File: src/rtl/gpioPkg.sv
package gpioPkg;
  typedef struct packed {
    logic wrDir;
    logic wrOut;
    logic rdDir;
    logic rdOut;
    logic rdIn;
  } regStrb_t;
endpackage

File: src/rtl/gpioCtrl.sv
module gpioCtrl
  import gpioPkg::*;
#(
  parameter int ADDR_W   = 2,
  parameter int DIR_ADDR = 0,
  parameter int OUT_ADDR = 1,
  parameter int IN_ADDR  = 2
) (
  input  logic              clk,
  input  logic              rstN,
  input  logic [ADDR_W-1:0] addr,
  input  logic              wrEn,
  input  logic              rdEn,
  output regStrb_t          strb
);
  localparam logic [ADDR_W-1:0] DirA = ADDR_W'(DIR_ADDR);
  localparam logic [ADDR_W-1:0] OutA = ADDR_W'(OUT_ADDR);
  localparam logic [ADDR_W-1:0] InA  = ADDR_W'(IN_ADDR);

  always_comb begin
    strb       = '0;
    strb.wrDir = wrEn && (addr == DirA);
    strb.wrOut = wrEn && (addr == OutA);
    strb.rdDir = rdEn && (addr == DirA);
    strb.rdOut = rdEn && (addr == OutA);
    strb.rdIn  = rdEn && (addr == InA);
  end

  // at most one read source selected at a time
  assert_one_read_R10: assert property (@(posedge clk) disable iff (!rstN)
    $onehot0({strb.rdDir, strb.rdOut, strb.rdIn}));
  // the pin-sample address never raises a register write strobe
  assert_in_write_R10: assert property (@(posedge clk) disable iff (!rstN)
    (wrEn && addr == InA) |-> !(strb.wrDir || strb.wrOut));
endmodule

File: src/rtl/gpioDatapath.sv
module gpioDatapath
  import gpioPkg::*;
#(
  parameter int PIN_COUNT = 8
) (
  input  logic                 clk,
  input  logic                 rstN,
  input  regStrb_t             strb,
  input  logic [PIN_COUNT-1:0] wrData,
  input  logic                 pullDisable,
  input  logic                 sleep,
  input  logic [PIN_COUNT-1:0] padIn,
  output logic [PIN_COUNT-1:0] rdData,
  output logic [PIN_COUNT-1:0] padOe,
  output logic [PIN_COUNT-1:0] padOut,
  output logic [PIN_COUNT-1:0] padPullEn
);
  localparam int SYNC_DEPTH = 2;

  logic [PIN_COUNT-1:0] dirReg;
  logic [PIN_COUNT-1:0] outReg;
  logic [PIN_COUNT-1:0] syncStage [SYNC_DEPTH];
  logic [PIN_COUNT-1:0] pinVal;

  always_ff @(posedge clk or negedge rstN) begin
    if (!rstN) begin
      dirReg <= '0;
      outReg <= '0;
    end else begin
      if (strb.wrDir) dirReg <= wrData;
      if (strb.wrOut) outReg <= wrData;
    end
  end

  always_ff @(posedge clk or negedge rstN) begin
    if (!rstN) begin
      for (int k = 0; k < SYNC_DEPTH; k++) syncStage[k] <= '0;
    end else begin
      syncStage[0] <= padIn;
      for (int k = 1; k < SYNC_DEPTH; k++) syncStage[k] <= syncStage[k-1];
    end
  end

  assign pinVal = sleep ? '0 : syncStage[SYNC_DEPTH-1];

  for (genvar i = 0; i < PIN_COUNT; i++) begin : gPin
    assign padOe[i]     = dirReg[i];
    assign padOut[i]    = dirReg[i] & outReg[i];
    assign padPullEn[i] = ~dirReg[i] & outReg[i] & ~pullDisable;
  end

  always_comb begin
    rdData = '0;
    if (strb.rdDir)      rdData = dirReg;
    else if (strb.rdOut) rdData = outReg;
    else if (strb.rdIn)  rdData = pinVal;
  end

  logic [1:0] sinceRst;
  always_ff @(posedge clk or negedge rstN) begin
    if (!rstN)                sinceRst <= '0;
    else if (sinceRst != 2'd2) sinceRst <= sinceRst + 2'd1;
  end

  // no pull-up on a driven pin
  assert_pull_vs_drive_R5: assert property (@(posedge clk) disable iff (!rstN)
    (padPullEn & padOe) == '0);
  // global kill removes every pull-up
  assert_pull_kill_R6: assert property (@(posedge clk) disable iff (!rstN)
    pullDisable |-> padPullEn == '0);
  // direction register loads on its strobe, holds otherwise
  assert_dir_load_R2: assert property (@(posedge clk) disable iff (!rstN)
    strb.wrDir |=> dirReg == $past(wrData));
  assert_dir_hold_R10: assert property (@(posedge clk) disable iff (!rstN)
    !strb.wrDir |=> $stable(dirReg));
  // drive/pull register holds without its strobe
  assert_out_hold_R10: assert property (@(posedge clk) disable iff (!rstN)
    !strb.wrOut |=> $stable(outReg));
  // sample lags pads by two edges
  assert_sync_lag_R7: assert property (@(posedge clk) disable iff (!rstN)
    (sinceRst == 2'd2) |-> syncStage[SYNC_DEPTH-1] == $past(padIn, 2));
  // sleep blanks the pin read
  assert_sleep_blank_R9: assert property (@(posedge clk) disable iff (!rstN)
    (strb.rdIn && sleep) |-> rdData == '0);
endmodule

File: src/rtl/gpioPort.sv
module gpioPort
  import gpioPkg::*;
#(
  parameter int PIN_COUNT = 8,
  parameter int ADDR_W    = 2,
  parameter int DIR_ADDR  = 0,
  parameter int OUT_ADDR  = 1,
  parameter int IN_ADDR   = 2
) (
  input  logic                 clk,
  input  logic                 rstN,
  input  logic [ADDR_W-1:0]    addr,
  input  logic                 wrEn,
  input  logic [PIN_COUNT-1:0] wrData,
  input  logic                 rdEn,
  output logic [PIN_COUNT-1:0] rdData,
  input  logic                 pullDisable,
  input  logic                 sleep,
  input  logic [PIN_COUNT-1:0] padIn,
  output logic [PIN_COUNT-1:0] padOe,
  output logic [PIN_COUNT-1:0] padOut,
  output logic [PIN_COUNT-1:0] padPullEn
);
  regStrb_t strb;

  gpioCtrl #(
    .ADDR_W(ADDR_W), .DIR_ADDR(DIR_ADDR), .OUT_ADDR(OUT_ADDR), .IN_ADDR(IN_ADDR)
  ) uCtrl (
    .clk(clk), .rstN(rstN), .addr(addr), .wrEn(wrEn), .rdEn(rdEn), .strb(strb)
  );

  gpioDatapath #(.PIN_COUNT(PIN_COUNT)) uDp (
    .clk(clk), .rstN(rstN), .strb(strb), .wrData(wrData),
    .pullDisable(pullDisable), .sleep(sleep), .padIn(padIn),
    .rdData(rdData), .padOe(padOe), .padOut(padOut), .padPullEn(padPullEn)
  );
endmodule

File: config.mk
export PLATFORM = sky130hd
export DESIGN_NAME = gpioPort
export DESIGN_NICKNAME = d
export VERILOG_FILES = /design/src/rtl/gpioPkg.sv /design/src/rtl/gpioCtrl.sv /design/src/rtl/gpioDatapath.sv /design/src/rtl/gpioPort.sv
export SDC_FILE = /design/constraint.sdc
export NUM_CORES = 1
export LEC_CHECK = 0
export BUFFER_PORTS_ARGS = -buffer_cell sky130_fd_sc_hd__buf_2
export CELL_PAD_IN_SITES_DETAIL_PLACEMENT = 1
export CELL_PAD_IN_SITES_GLOBAL_PLACEMENT = 2
export CORE_ASPECT_RATIO = 0.9
export CORE_MARGIN = 1.5
export CORE_UTILIZATION = 29
export CTS_CLUSTER_DIAMETER = 100
export DETAILED_ROUTE_END_ITERATION = 10
export GPL_TIMING_DRIVEN = 0
export PLACE_DENSITY_LB_ADDON = 0.1
export SYNTH_ARGS = -nofsm -noshare
export SYNTH_HDL_FRONTEND = slang
export SYNTH_SLANG_ARGS = --single-unit
File: constraint.sdc
create_clock -name clk -period 1 [get_ports clk]
set_input_delay 0.1 -clock clk [delete_from_list [all_inputs] [get_ports clk]]
set_output_delay 0.1 -clock clk [all_outputs]
set_load 0.02 [all_outputs]
# Word level (Yosys, flattened, before mapping)
# Index checks and enable logic that the tools add are counted.
[totals] output_inout_bits=32 elab_cells=49 in_bits=24 register_bits=32
[classes] n_eq_ne=2 bitwise=33 muxes=4 reduce_logical=6
[ops] op="$mux 8" n=4
[ops] op="$and 1x1->1" n=24
[ops] op="$not 1->1" n=9
[ops] op="$logic_and 1x1->1" n=5
[ops] op="$eq 2x1->1 const B" n=1
[ops] op="$eq 2x2->1 const B" n=1
[ops] op="$logic_not 2->1" n=1

# Logic depth before layout (Yosys ltp)
[logic_depth] depth_word=5 depth_mapped=5

# Cells and area by module
# Synthesis repeated with hierarchy kept, for this count alone.
[hier_totals] cells_unflattened=92 hier_area_um2=1341.3
[modules_own_cells] mod="gpioDatapath" cells_each=87 seq_area_each_um2=800.8 n_inst=1 area_each_um2=1300.0
[modules_own_cells] mod="gpioCtrl" cells_each=5 seq_area_each_um2=0.0 n_inst=1 area_each_um2=41.3

# Least setup slack after synthesis
# No wires, ideal clock.
[synth_timing] path_kind="input -> register" from="input port addr[1]" to="register uDp.dirReg[0] (netlist: uDp.padOe[0])" path_buffers=2 setup_slack_ns=-0.161 t_arrival_ns=1.036 setup_time_ns=0.125 path_stages=5 path_cell_list="buf_6 or2_1 buf_6 nor2_8 mux2_2"
[synth_via] elab_chain_cells=2
[synth_rtl] item="start: declaration" line="gpioPort.sv:12" rtl="input logic [ADDR_W-1:0] addr,"
[synth_rtl] item="$logic_not 2->1" line="gpioCtrl.sv:22" rtl="strb.wrDir = wrEn && (addr == DirA);"
[synth_rtl] item="$logic_and 1x1->1" line="gpioCtrl.sv:22"
[synth_rtl] item="end signal: assignment" line="gpioDatapath.sv:30" rtl="if (strb.wrDir) dirReg <= wrData;"
[synth_rtl] item="end: declaration" line="gpioDatapath.sv:20" rtl="logic [PIN_COUNT-1:0] dirReg;"
# Every way passes these cells.
# A chain may end at the register's enable or synchronous reset.

# Worst setup path after layout
[layout_timing] from="register uDp.outReg[2]" to="output port rdData[2]"
[layout_via] elab_chain_cells=2
[layout_rtl] item="start: declaration" line="gpioDatapath.sv:21" rtl="logic [PIN_COUNT-1:0] outReg;"
[layout_rtl] item="start signal: assignment" line="gpioDatapath.sv:31" rtl="if (strb.wrOut) outReg <= wrData;"
[layout_rtl] item="$mux 8" line="gpioDatapath.sv:55" rtl="else if (strb.rdOut) rdData = outReg;"
[layout_rtl] item="$mux 8" line="gpioDatapath.sv:54" rtl="if (strb.rdDir) rdData = dirReg;"
[layout_rtl] item="end: declaration" line="gpioPort.sv:16" rtl="output logic [PIN_COUNT-1:0] rdData,"
# Every way passes these cells.

==> flow_summary_export.csv <==
group,metric,value,unit
yosys,async_reset_ff_frac,1.00,
placement,io_buffers,53,
yosys,synth.distinct_cells,16,
floorplan,initial_core_util,0.304,
worst_setup_path,cp.arrival,1.17,ns
run_status,outcome,"finished with violations",
grt,grt_pass1_vias,1279,
min_path,hp-start,"wrData[3]",
clocking,cts_root_buf,"clkbuf_8",
yosys,synth_ff_type,"dfrtp_1",
yosys,netlist_top_cells_count,"dfrtp_1, mux2_2, nor2_1",
cells_and_area,post-route-util,0.520,
sta,fin_crit,1.27,ns
worst_setup_path,worst-path-max-fanout,2,
cells_and_area,area_growth,71.4,%
yosys,netlist_top_cells_area,"dfrtp_1, mux2_2, a2bb2oi_1",
clocking,insertion_delay,0.28,ns
cells_and_area,antenna_cells,0,
yosys,synthesis.area,0.00135,sq mm
run_status,violations,"negative setup slack",
yosys,syn_nets,129,
placement,placed_cells,220,
cells_and_area,finalNonFillerCells,250,
cells_and_area,multiInputGateArea,682,sq um
placement,dp_hpwl,2540,um
sta,drv_slew,0,
sta,finalHoldViolCount,0,
sta,finalSetupViolations,24,
drt,dr.pass1.iters,3,
job,maxCapViolations,0,
sta,skew,0.00274,ns
sta,fin_setup_tns,-4.96,ns
yosys,yosysWarnings,0,
worst_setup_path,critical_path.slowest_cell,"dfrtp_1",
worst_setup_path,start_kind,"flop",
cells_and_area,drive_gt1_frac,0.665,
clocking,clock_sinks,32,
pwr,leakagePower,1.08,nW
clocking,cts_buffers,5,
drt,wirelength,3970,um
min_path,hold_path_class,"input pin to flop",
sta,setup_slack,-0.266,ns
floorplan,placeableCoreArea,0.00446,sq mm
grt,grt-ovfl-total,0,
clocking,cts_tree,"yes",
worst_setup_path,cpPeakStageDelay,0.39,ns
min_path,hold_path_end,"uDp.padOe[3]",
sta,max_slew_margin,0.486,
sta,fin_crit_sh,1.27,
sta,worst_pin_slew,0.771,ns
worst_setup_path,end_kind,"output pin",
floorplan,die_h,67.8,um
yosys,synth_top_area_frac,0.591,
sta,max_freq,790,MHz
drt,drt_iter0_drc,43,
worst_setup_path,r2r_cells,3,
drt,vias,1121,
worst_setup_path,ff2ff_setup_slack,0.01,ns
clocking,cts.htree.levels,2,
floorplan,rows,23,
yosys,synthMostInstantiatedCell,"dfrtp_1",
yosys,synth_edf_count,0,
worst_setup_path,path_class,"flop to output pin",
pwr,peakVddDrop,0.000911,V
drt,ant_nets,0,
clocking,clk_pin_slew_worst_paths,0.06,ns
yosys,yosysTopAreaCell,"dfrtp_1",
cells_and_area,filler_cell_count,475,
grt,antenna_found_initial,0,
floorplan,ioPinCount,56,
grt,grt_pass1_wl,6380,um
yosys,ys_ff_latch,32,
floorplan,die-width,75.0,um
worst_setup_path,timing.rr.start,"uDp.outReg[6]",
sta,rsz0062_at_grt,"yes",
placement,place_ws,-0.426,ns
yosys,netlist_instances,105,
grt,grt_util_all_layers,0.177,
worst_setup_path,required,0.90,ns
clocking,ctsLongestPathBuffers,2,
placement,gp_congestion,0.639,
worst_setup_path,r2r_end,"uDp.outReg[6]",
floorplan,dieArea,0.00509,sq mm
yosys,avgSynthCellArea,12.9,sq um
worst_setup_path,crit_chain,"nor2b_1 > a2bb2oi_1 > nor2_1 > buf_4",
drt,drc,0,
min_path,holdPathStages,2,
drt,wl_per_cell,15.9,um
drt,vias_per_cell,4.48,
pwr,p_per_area,1730,mW/mm^2
grt,grt_start_max_net_pins,33,
cells_and_area,seqCellArea,807,sq um
yosys,ys_seq_area_frac,0.591,
cells_and_area,finalNetCount,211,
[report_power, final]
group	internal, mW	total [mW]	switching (mW)
Combinational	0.812	1.40	0.583
Sequential	1.46	1.62	0.164
Clock	0.560	1.00	0.441
[flip-flops by register name (all words and copies together) (netlist names)]
register       flops
uDp.syncStage     16
uDp.outReg         8
uDp.padOe          8
[layout make-up]
type,instances,share of cell area
repair buffers,75,0.267
clock buffers,8,0.0388
plain buffers,4,0.0173
multi-input cells,68,0.294
inverters,1,0.00162
well taps,62,0.0334
flip-flops and latches,32,0.348
[stage by stage]
step / hold slack (ns) / area (sq um) / power [mW]
5_1_grt: 0.0623 / 2320 / 4.24
4_1_cts: 0.0608 / 2160 / 3.83
2_1_floorplan: -0.196 / 1400 / 2.15
3_5_place_dp: 0.197 / 1740 / 2.50
6_report: 0.0645 / 2320 / 4.02
3_3_place_gp: 0.184 / 1740 / 2.47
[kinds of logic after synthesis]
family                 count (synthesis)  share of synthesized area
buffers and inverters                  5                     0.0259
AND/OR/NAND/NOR                       36                      0.168
flip-flops                            32                      0.591
AO/OA/AOI/OAI                         16                     0.0813
multiplexers                          16                      0.133
[metal layers]
metal  vias up  part of all wire  global-route usage  routed length (um)
met4         0             0.013              0.0750                  51
met2        39              0.52               0.295                2070
met5         -                 0                   0                   0
li1        527                 -                   -                   -
met3         5             0.057              0.0398                 226
met1       550              0.41               0.220                1630
[critical path, delay by kind of cell (launching register included)]
family	cells	cell delay [ns]
flops	1	0.39
simple gates	2	0.18
compound gates	1	0.16
buf+inv	1	0.16
[repair_timing]
item | in CTS | in global routing
buffers inserted | 9 | 3
hold buffers | 9 | 0
gates resized for setup | 54 | 40
gates cloned | 1 | 0
pin swaps | 12 | 5
endpoints found under the setup margin | 40 | 72
hold endpoints to repair | 40 | 0
[worst max path at each step]
| stage | from | endpoint | slack, ns | cells past startpoint |
|---|---|---|---|---|
| 6_report | uDp.outReg[2] | rdData[2] | -0.27 | 4 |
| 5_1_grt | uDp.outReg[4] | rdData[4] | -0.34 | 4 |
| 4_1_cts | uDp.outReg[6] | rdData[6] | -0.28 | 4 |
| 3_5_place_dp | addr[0] | uDp.outReg[6] | -0.43 | 4 |
| 3_3_place_gp | addr[0] | uDp.outReg[7] | -0.39 | 4 |
| 2_1_floorplan | addr[1] | uDp.padOe[0] | -0.16 | 5 |
[placed cells by master (no fill, tap or decap)]
master / n
dfrtp_1: 27
buf_6: 25
buf_2: 23
buf_4: 19
mux2_4: 9
dlygate4sd3_1: 9
o21ai_0: 7
and2_4: 7
mux2_2: 7
a2bb2oi_2: 6
nor2_1: 6
nor3b_2: 6
clkbuf_8: 6
nor2b_1: 5
dfrtp_2: 5
nor2b_2: 3
clkbuf_1: 3
a2bb2oi_1: 2
nor2_2: 2
nor3b_4: 2
buf_12: 1
nor2_4: 1
or2_4: 1
o21ai_1: 1
and2_1: 1
nand3b_1: 1
inv_1: 1
nor2_8: 1
clkbuf_4: 1
No activity file was read; power rests on OpenSTA's default activity.
